[config.mk]
export PLATFORM = sky130hd
export DESIGN_NAME = cpu_pend_intc
export DESIGN_NICKNAME = d
export VERILOG_FILES = /design/src/rtl/cpi_pkg.sv /design/src/rtl/cpi_bus_decode.sv /design/src/rtl/cpi_route.sv /design/src/rtl/cpi_pend_slice.sv /design/src/rtl/cpi_rd_port.sv /design/src/rtl/cpu_pend_intc.sv
export SDC_FILE = /design/constraint.sdc
export NUM_CORES = 1
export LEC_CHECK = 0
export ABC_AREA = 1
export BUFFER_PORTS_ARGS = -buffer_cell sky130_fd_sc_hd__buf_2
export CORE_AREA = 5 5 296 298
export CTS_BUF_LIST = sky130_fd_sc_hd__clkbuf_4
export DETAILED_ROUTE_END_ITERATION = 10
export DIE_AREA = 0 0 301 303
export GPL_TIMING_DRIVEN = 0
export PLACE_DENSITY_LB_ADDON = 0.1
export SLEW_MARGIN = 40
export SYNTH_ARGS = -nofsm -noshare
export SYNTH_HDL_FRONTEND = slang
export SYNTH_SLANG_ARGS = --single-unit
[constraint.sdc]
create_clock -name clk -period 1.8 [get_ports clk]
set_clock_uncertainty 0.15 [all_clocks]
set_input_delay 0.18 -clock clk [delete_from_list [all_inputs] [get_ports clk]]
set_output_delay 0.18 -clock clk [all_outputs]
set_load 0.03 [all_outputs]
[src/rtl/cpi_pkg.sv]
`timescale 1ns/1ps
package cpi_pkg;
  localparam int REG_W     = 32;
  localparam int PIL_N     = 16;
  localparam int WORD_LSB  = 2;
  localparam int QUIRK_SRC = 14;
  localparam int QUIRK_DST = REG_W - 1;
  localparam logic [REG_W-1:0] SOFT_WR_MASK = 32'hFFFE_0000;
  localparam logic [PIL_N-1:0] HARD_MASK    = 16'hFFFE;

  typedef enum logic [1:0] {
    W_PEND = 2'd0,
    W_CLR  = 2'd1,
    W_SET  = 2'd2,
    W_NONE = 2'd3
  } word_e;

  // Bits a set command may raise.
  function automatic logic [REG_W-1:0] set_bits(input logic [REG_W-1:0] wd);
    return wd & SOFT_WR_MASK;
  endfunction

  // Bits a clear command drops: bit 14 of the data also hits the top bit.
  function automatic logic [REG_W-1:0] clr_bits(input logic [REG_W-1:0] wd);
    logic [REG_W-1:0] t;
    t = wd;
    if (wd[QUIRK_SRC]) t[QUIRK_DST] = 1'b1;
    return t & SOFT_WR_MASK;
  endfunction

  // Level lines: soft half shifted down, hard half only when routed.
  function automatic logic [PIL_N-1:0] pil_of(input logic [REG_W-1:0] p,
                                               input logic route);
    logic [PIL_N-1:0] r;
    r = p[REG_W-1:PIL_N];
    if (route) r = r | (p[PIL_N-1:0] & HARD_MASK);
    return r;
  endfunction

  // Next pending word; timer edges are applied last and therefore win.
  function automatic logic [REG_W-1:0] next_pend(input logic [REG_W-1:0] cur,
                                                 input logic do_set,
                                                 input logic do_clr,
                                                 input logic [REG_W-1:0] wd,
                                                 input logic [PIL_N-1:0] hw,
                                                 input logic rise,
                                                 input logic fall,
                                                 input int tbit);
    logic [REG_W-1:0] n;
    n = {cur[REG_W-1:PIL_N], hw & HARD_MASK};
    if (do_clr) n = n & ~clr_bits(wd);
    if (do_set) n = n | set_bits(wd);
    if (rise)   n[tbit] = 1'b1;
    if (fall)   n[tbit] = 1'b0;
    return n;
  endfunction
endpackage

[src/rtl/cpi_bus_decode.sv]
`timescale 1ns/1ps
module cpi_bus_decode import cpi_pkg::*; #(
  parameter int NUM_CPU = 16,
  parameter int ADDR_W  = 16,
  parameter int CPU_LSB = 12,
  localparam int CPU_W  = (NUM_CPU > 1) ? $clog2(NUM_CPU) : 1
) (
  input  logic [ADDR_W-1:0]  bus_addr,
  input  logic               bus_wr,
  input  logic               bus_rd,
  output logic [CPU_W-1:0]   cpu_idx,
  output logic [NUM_CPU-1:0] set_hit,
  output logic [NUM_CPU-1:0] clr_hit,
  output logic               rd_any,
  output logic               rd_pend
);
  word_e word;
  logic  unused_addr;

  assign cpu_idx     = bus_addr[CPU_LSB +: CPU_W];
  assign word        = word_e'(bus_addr[WORD_LSB +: 2]);
  assign rd_any      = bus_rd;
  assign rd_pend     = bus_rd && (word == W_PEND);
  assign unused_addr = ^bus_addr;

  for (genvar c = 0; c < NUM_CPU; c++) begin : g_hit
    assign set_hit[c] = bus_wr && (word == W_SET) && (cpu_idx == CPU_W'(c));
    assign clr_hit[c] = bus_wr && (word == W_CLR) && (cpu_idx == CPU_W'(c));
  end
endmodule

[src/rtl/cpi_route.sv]
`timescale 1ns/1ps
module cpi_route #(
  parameter int NUM_CPU = 16,
  localparam int CPU_W  = (NUM_CPU > 1) ? $clog2(NUM_CPU) : 1
) (
  input  logic [CPU_W-1:0]   tgt_cpu,
  input  logic               route_en,
  input  logic               sys_pend_any,
  output logic [NUM_CPU-1:0] route_ok
);
  logic gate;
  assign gate = route_en && sys_pend_any;

  for (genvar c = 0; c < NUM_CPU; c++) begin : g_rt
    assign route_ok[c] = gate && (tgt_cpu == CPU_W'(c));
  end
endmodule

[src/rtl/cpi_pend_slice.sv]
`timescale 1ns/1ps
module cpi_pend_slice import cpi_pkg::*; #(
  parameter int TIMER_BIT = 30
) (
  input  logic             clk,
  input  logic             rst_n,
  input  logic             set_hit,
  input  logic             clr_hit,
  input  logic [REG_W-1:0] wdata,
  input  logic             tmr_lvl,
  input  logic [PIL_N-1:0] hw_bits,
  input  logic             route_ok,
  output logic [REG_W-1:0] pend,
  output logic [PIL_N-1:0] pil,
  output logic             tmr_rise,
  output logic             tmr_fall
);
  logic             tmr_q;
  logic [REG_W-1:0] pend_d;

  assign tmr_rise = tmr_lvl & ~tmr_q;
  assign tmr_fall = ~tmr_lvl & tmr_q;

  always_comb begin
    pend_d = next_pend(pend, set_hit, clr_hit, wdata, hw_bits,
                       tmr_rise, tmr_fall, TIMER_BIT);
  end

  always_ff @(posedge clk or negedge rst_n) begin
    if (!rst_n) begin
      pend  <= '0;
      tmr_q <= 1'b0;
      pil   <= '0;
    end else begin
      pend  <= pend_d;
      tmr_q <= tmr_lvl;
      pil   <= pil_of(pend, route_ok);
    end
  end
endmodule

[src/rtl/cpi_rd_port.sv]
`timescale 1ns/1ps
module cpi_rd_port import cpi_pkg::*; #(
  parameter int NUM_CPU = 16,
  localparam int CPU_W  = (NUM_CPU > 1) ? $clog2(NUM_CPU) : 1
) (
  input  logic                     clk,
  input  logic                     rst_n,
  input  logic                     rd_any,
  input  logic                     rd_pend,
  input  logic [CPU_W-1:0]         cpu_idx,
  input  logic [NUM_CPU*REG_W-1:0] pend_flat,
  output logic [REG_W-1:0]         rdata
);
  logic [REG_W-1:0] sel;

  always_comb begin
    sel = '0;
    for (int c = 0; c < NUM_CPU; c++) begin
      if (cpu_idx == CPU_W'(c)) sel = pend_flat[c*REG_W +: REG_W];
    end
  end

  always_ff @(posedge clk or negedge rst_n) begin
    if (!rst_n)      rdata <= '0;
    else if (rd_any) rdata <= rd_pend ? sel : '0;
  end
endmodule

[src/rtl/cpu_pend_intc.sv]
`timescale 1ns/1ps
module cpu_pend_intc import cpi_pkg::*; #(
  parameter int NUM_CPU   = 16,
  parameter int ADDR_W    = 16,
  parameter int CPU_LSB   = 12,
  parameter int TIMER_BIT = 30,
  localparam int CPU_W    = (NUM_CPU > 1) ? $clog2(NUM_CPU) : 1
) (
  input  logic                     clk,
  input  logic                     rst_n,
  input  logic [ADDR_W-1:0]        bus_addr,
  input  logic                     bus_wr,
  input  logic                     bus_rd,
  input  logic [REG_W-1:0]         bus_wdata,
  output logic [REG_W-1:0]         bus_rdata,
  input  logic [CPU_W-1:0]         tgt_cpu,
  input  logic                     route_en,
  input  logic                     sys_pend_any,
  input  logic [NUM_CPU*PIL_N-1:0] hw_lvl,
  input  logic [NUM_CPU-1:0]       tmr_lvl,
  output logic [NUM_CPU*PIL_N-1:0] pil
);
  // Named internal events, visible to the bound checker.
  logic [CPU_W-1:0]         cpu_idx;
  logic [NUM_CPU-1:0]       set_hit;
  logic [NUM_CPU-1:0]       clr_hit;
  logic [NUM_CPU-1:0]       route_ok;
  logic [NUM_CPU-1:0]       tmr_rise;
  logic [NUM_CPU-1:0]       tmr_fall;
  logic [NUM_CPU*REG_W-1:0] pend_flat;
  logic                     rd_any;
  logic                     rd_pend;

  cpi_bus_decode #(.NUM_CPU(NUM_CPU), .ADDR_W(ADDR_W), .CPU_LSB(CPU_LSB)) u_dec (
    .bus_addr (bus_addr),
    .bus_wr   (bus_wr),
    .bus_rd   (bus_rd),
    .cpu_idx  (cpu_idx),
    .set_hit  (set_hit),
    .clr_hit  (clr_hit),
    .rd_any   (rd_any),
    .rd_pend  (rd_pend)
  );

  cpi_route #(.NUM_CPU(NUM_CPU)) u_route (
    .tgt_cpu      (tgt_cpu),
    .route_en     (route_en),
    .sys_pend_any (sys_pend_any),
    .route_ok     (route_ok)
  );

  for (genvar c = 0; c < NUM_CPU; c++) begin : g_cpu
    cpi_pend_slice #(.TIMER_BIT(TIMER_BIT)) u_slice (
      .clk      (clk),
      .rst_n    (rst_n),
      .set_hit  (set_hit[c]),
      .clr_hit  (clr_hit[c]),
      .wdata    (bus_wdata),
      .tmr_lvl  (tmr_lvl[c]),
      .hw_bits  (hw_lvl[c*PIL_N +: PIL_N]),
      .route_ok (route_ok[c]),
      .pend     (pend_flat[c*REG_W +: REG_W]),
      .pil      (pil[c*PIL_N +: PIL_N]),
      .tmr_rise (tmr_rise[c]),
      .tmr_fall (tmr_fall[c])
    );
  end

  cpi_rd_port #(.NUM_CPU(NUM_CPU)) u_rd (
    .clk       (clk),
    .rst_n     (rst_n),
    .rd_any    (rd_any),
    .rd_pend   (rd_pend),
    .cpu_idx   (cpu_idx),
    .pend_flat (pend_flat),
    .rdata     (bus_rdata)
  );
endmodule

Word-level counts from Yosys, hierarchy flattened
Cells that the tools add are included. W data, S select, Z words.

Register bits after elaboration: 816. Input bits: 330. Logic and storage cells: 378.

Reduce and logical (&&, ||, !) cells: 55. Bitwise operators: 128. Multiplexer cells: 114. Equal/unequal tests: 32.

Operators by type and width (number): $mux W32 (49); $and A32 B32 Y32 (16); $not A32 Y32 (16); $or A32 B32 Y32 (16); $mux W16 (16); $or A16 B16 Y16 (16); $eq A4 B4 Y1 const B (16); $logic_and A1 B1 Y1 (52); $mux W1 (49); $and A1 B1 Y1 (32); $eq A4 B3 Y1 const B (8); $not A1 Y1 (32); $eq A4 B2 Y1 const B (4); $eq A4 B1 Y1 const B (2); $logic_not A4 Y1 (2); $eq A2 B1 Y1 const B (1); $eq A2 B2 Y1 const B (1); $logic_not A2 Y1 (1).

Logic depth before layout (Yosys ltp)
Word-level depth: 18. Gate-level depth with buffers: 16.

By module
Synthesis repeated with hierarchy kept, for this count alone.

Cell total of the unflattened synthesis: 3248. Area total of the unflattened synthesis: 31093.6 um^2.

Modules (own cells, without submodules): cpi_pend_slice (times used 16, area each 1561.5 um^2, cells an instance 124); cpi_rd_port (times used 1, area each 5637.9 um^2, cells an instance 1157); cpi_bus_decode (times used 1, area each 340.3 um^2, cells an instance 72); cpi_route (times used 1, area each 131.4 um^2, cells an instance 35).

Worst setup path after synthesis
Ideal clock, no wire load.

Path type: input to register. Start: in bus_addr[15]. End: reg with a tool-made name. Slack: 0.116 ns. Data arrival time: 1.403 ns. Cell stages on the path: 10. Data required time: 1.520 ns. Path through: inv_1 -> nand2_1 -> nor2_4 -> inv_2 -> buf_2 -> nor2_1 -> inv_2 -> clkbuf_1 -> o21ai_1 -> o21ai_1.

RTL lines: start: declaration (RTL line cpu_pend_intc.sv:11) `input logic [ADDR_W-1:0] bus_addr,`.

Worst setup path after layout
Start: reg g_cpu[0].u_slice.pend[15]. End: reg u_rd.rdata[15].

Cells in the longest elaborated chain, start to end: 17.

RTL lines: start: declaration (RTL line cpi_pend_slice.sv:13) `output logic [REG_W-1:0] pend,`; start signal: assignment (RTL line cpi_pend_slice.sv:35) `pend <= pend_d;`; $mux W32 (16 in series) (RTL line cpi_rd_port.sv:19) `if (cpu_idx == CPU_W'(c)) sel = pend_flat[c*REG_W +: REG_W];`; $mux W32 (RTL line cpi_rd_port.sv:25) `else if (rd_any) rdata <= rd_pend ? sel : '0;`; end signal: assignment (RTL line cpi_rd_port.sv:25); end: declaration (RTL line cpi_rd_port.sv:12) `output logic [REG_W-1:0] rdata`.

Every way passes these cells. A chain may end at the register's enable or synchronous reset.

==> impl_metrics.tcl <==
set metrics [dict create \
    drive_gt1_share_pct 30.1 \
    fin_crit_ns 2.21 \
    grt_antenna_before_repair 13 \
    drcViolationCount 0 \
    critPathLaunchType "flop" \
    grt_pass1_vias 30000 \
    chipHeight_um 303 \
    setup_violations 353 \
    regArea_um2 19200 \
    max_freq_mhz 452 \
    num-nets-final 4742 \
    final_cell_count_no_fill 5718 \
    place_congestion 0.944 \
    worstHoldPathType "input pin to async pin" \
    synthCells 2908 \
    drtPass1Iterations 6 \
    coreArea_um2 84600 \
    track_usage_pct 31.8 \
    yosysTopAreaCell "dfrtp_1" \
    yosysWarningCount 0 \
    nFillCells 7620 \
    timing.rr.end "u_rd.rdata[15]$_DFFE_PN0P_" \
    fin_ws_ns -0.410 \
    cts_tree "yes" \
    status "finished, violations left" \
    pwr-share-clk_pct 34.2 \
    wl_per_cell_um 26.2 \
    syn_area_per_cell_um2 10.1 \
    report.final.slew_viol_count 0 \
    ys_seq_elements 766 \
    cts_buffer_depth 3 \
    hold_violations 122 \
    switching_share_pct 31.9 \
    p_per_area_nw_per_um2 969 \
    endpoint_kind "flop" \
    hold_slack_ns -0.122 \
    leakage_uw 0.0221 \
    combPwrFrac_pct 20.4 \
    die_x_um 301 \
    dpl.cell_count 4637 \
    syn_area_um2 29200 \
    path_clk_slew_ns 0.07 \
    multi_input_area_um2 9220 \
    ir_worst_vdd_v 0.000565 \
    p_sw_uw 14300 \
    critPathKind "flop to flop" \
    slew_headroom_pct 34.9 \
    htreeDepth 4 \
    path_max_fanout 2 \
    io_pins 618 \
    drt-total-wl_um 150000 \
    cp.required_ns 2.61 \
    grt_pass1_wl_um 208000 \
    worst_pin_slew_ns 0.976 \
    pwr-share-seq_pct 45.5 \
    r2r_start "g_cpu[0].u_slice.pend[15]$_DFF_PN0_" \
    fin_setup_tns_ns -51.89 \
    portBuffers 557 \
    worstPathArrival_ns 3.02 \
    synth_cell_type_count 23 \
    drtAntennaViolNets 0 \
    area_growth_pct 58.3 \
    violations "hold timing, setup timing" \
    die_area_um2 91200 \
    numCtsBuffers 207 \
    rows 107 \
    ys_seq_area_share_pct 65.6 \
    rr_worst_depth 10 \
    cts_root_buf "clkbuf_4" \
    grt_start_max_net_pins 100 \
    via_per_inst 5.17 \
    hpwl_um 105000 \
    clock_sinks 766 \
    overflow 0 \
    power.internal_uw 30500 \
    drtIter0Drc 2850 \
    drv_cap 0 \
    clk-insertion-delay-late_ns 1.11 \
    rsz0062_at_grt "true" \
    fin_crit_sh_pct 123 \
    power_uw 44800 \
    start_util_pct 34.6 \
    synth.area.top_cells "dfrtp_1 (66%), o21ai_0 (7.5%), nand2_1 (6.2%), a31o_2 (3.9%), inv_1 (3.1%)" \
    num_vias 29600 \
    yosysTopAreaCellShare_pct 65.6 \
    reg2reg_slack_ns -0.41 \
]
-- Yosys cell counts (all sizes together) --
cell    instances
dfrtp         766
o21ai         490
nand2         481
inv           265
nor2          223
clkbuf        161
a31o          129
nand3         129
a21oi         104
nand4          83
buf            32
o21bai         22
a211oi         16
nor3            6
conb            1
-- cells by family (layout without fill, tap and decap cells) --
family	Yosys count	in the layout	share of synthesized area (%)
simple gates	922	922	13.3
flops	766	766	65.6
compound gates	761	761	15.0
buf+inv	458	2098	6.16
other cells	1	27	0.0128
-- repair_timing --
action / CTS / global route
endpoints found under the hold margin: 1165 / 170
cloned: 0 / 5
pin swaps: 90 / 125
buffers inserted: 18 / 33
setup endpoints to repair: 300 / 737
hold buffers: 639 / 21
gates resized for setup: 702 / 147
-- through the flow --
| step | utilization [%] | area, um^2 | hold WS [ns] | setup slack, ns |
|---|---|---|---|---|
| global placement | 39.6 | 33500 | 0.139 | -16.85 |
| global route | 54.7 | 46300 | -0.170 | -0.465 |
| floorplan | - | 29300 | -0.266 | 0.116 |
| detailed placement | 40.0 | 33800 | -0.0968 | -1.39 |
| finish | 54.7 | 46300 | -0.122 | -0.410 |
| CTS | 53.6 | 45400 | -0.498 | -0.467 |
-- critical path: stages (launching register included) --
cell	delay [ns]
dfrtp_1	0.39
nand3_1	0.10
nand3_2	0.16
nor2_4	0.14
nand4_1	0.18
nor2_2	0.18
nand4_1	0.27
nor2_2	0.24
nand4_1	0.13
nand2_1	0.08
nand2_1	0.05
-- power groups by stage --
stage,clock (uW),sequential [uW],combinational (uW)
floorplan,0,21500,2000
detailed placement,0,20500,6550
global placement,0,20500,6440
CTS,15600,20400,8820
finish,15300,20400,9130
global route,16500,20500,9640
-- final cells by class --
cell class                      count  area share [%]
Timing Repair Buffer             1279            26.0
Multi-Input combinational cell   1701            19.9
Inverter                          265            2.15
Antenna cell                        9          0.0487
Clock buffer                      300            4.87
Sequential cell                   766            41.4
Clock inverter                     62           0.581
Tap cell                         1144            3.09
Buffer                            192            1.92
-- layer usage --
layer | GRT usage (%) | part of all wire (%)
met5 | 0 | 0.036
met4 | 11.6 | 3.8
met3 | 7.93 | 9.1
met2 | 51.2 | 47
met1 | 42.0 | 40
-- cells in the final DEF (no fill, tap or decap), types with 15 or more instances in the layout --
cell,count
dfrtp_1,761
dlygate4sd3_1,641
nand2_1,445
o21ai_0,439
clkbuf_4,308
buf_2,298
buf_6,271
inv_1,237
nor2_1,139
a31o_2,129
clkbuf_1,113
a21oi_1,104
nand4_1,83
nand3_1,72
buf_4,71
o21ai_1,51
nor2_2,47
clkinv_1,45
nand3_2,42
clkbuf_2,39
nor2_4,37
inv_2,35
nand2_2,35
o21bai_1,21
buf_16,20
conb_1,18
a211oi_1,16
nand3_4,15
-- worst max-delay path by stage --
stage / startpoint / endpoint / slack [ns] / cells past startpoint
after floorplan: bus_addr[15] / flop / 0.12 / 10
after global placement: rst_n / g_cpu[13].u_slice.pend[11]$_DFF_PN0_ / -16.85 / 1
after detailed placement: bus_addr[15] / u_rd.rdata[9]$_DFFE_PN0P_ / -1.39 / 15
after CTS: g_cpu[0].u_slice.pend[2]$_DFF_PN0_ / u_rd.rdata[2]$_DFFE_PN0P_ / -0.47 / 12
after global routing: g_cpu[1].u_slice.pend[2]$_DFF_PN0_ / u_rd.rdata[2]$_DFFE_PN0P_ / -0.46 / 12
final: g_cpu[0].u_slice.pend[15]$_DFF_PN0_ / u_rd.rdata[15]$_DFFE_PN0P_ / -0.41 / 10
Power figures use the tool's default switching activity.
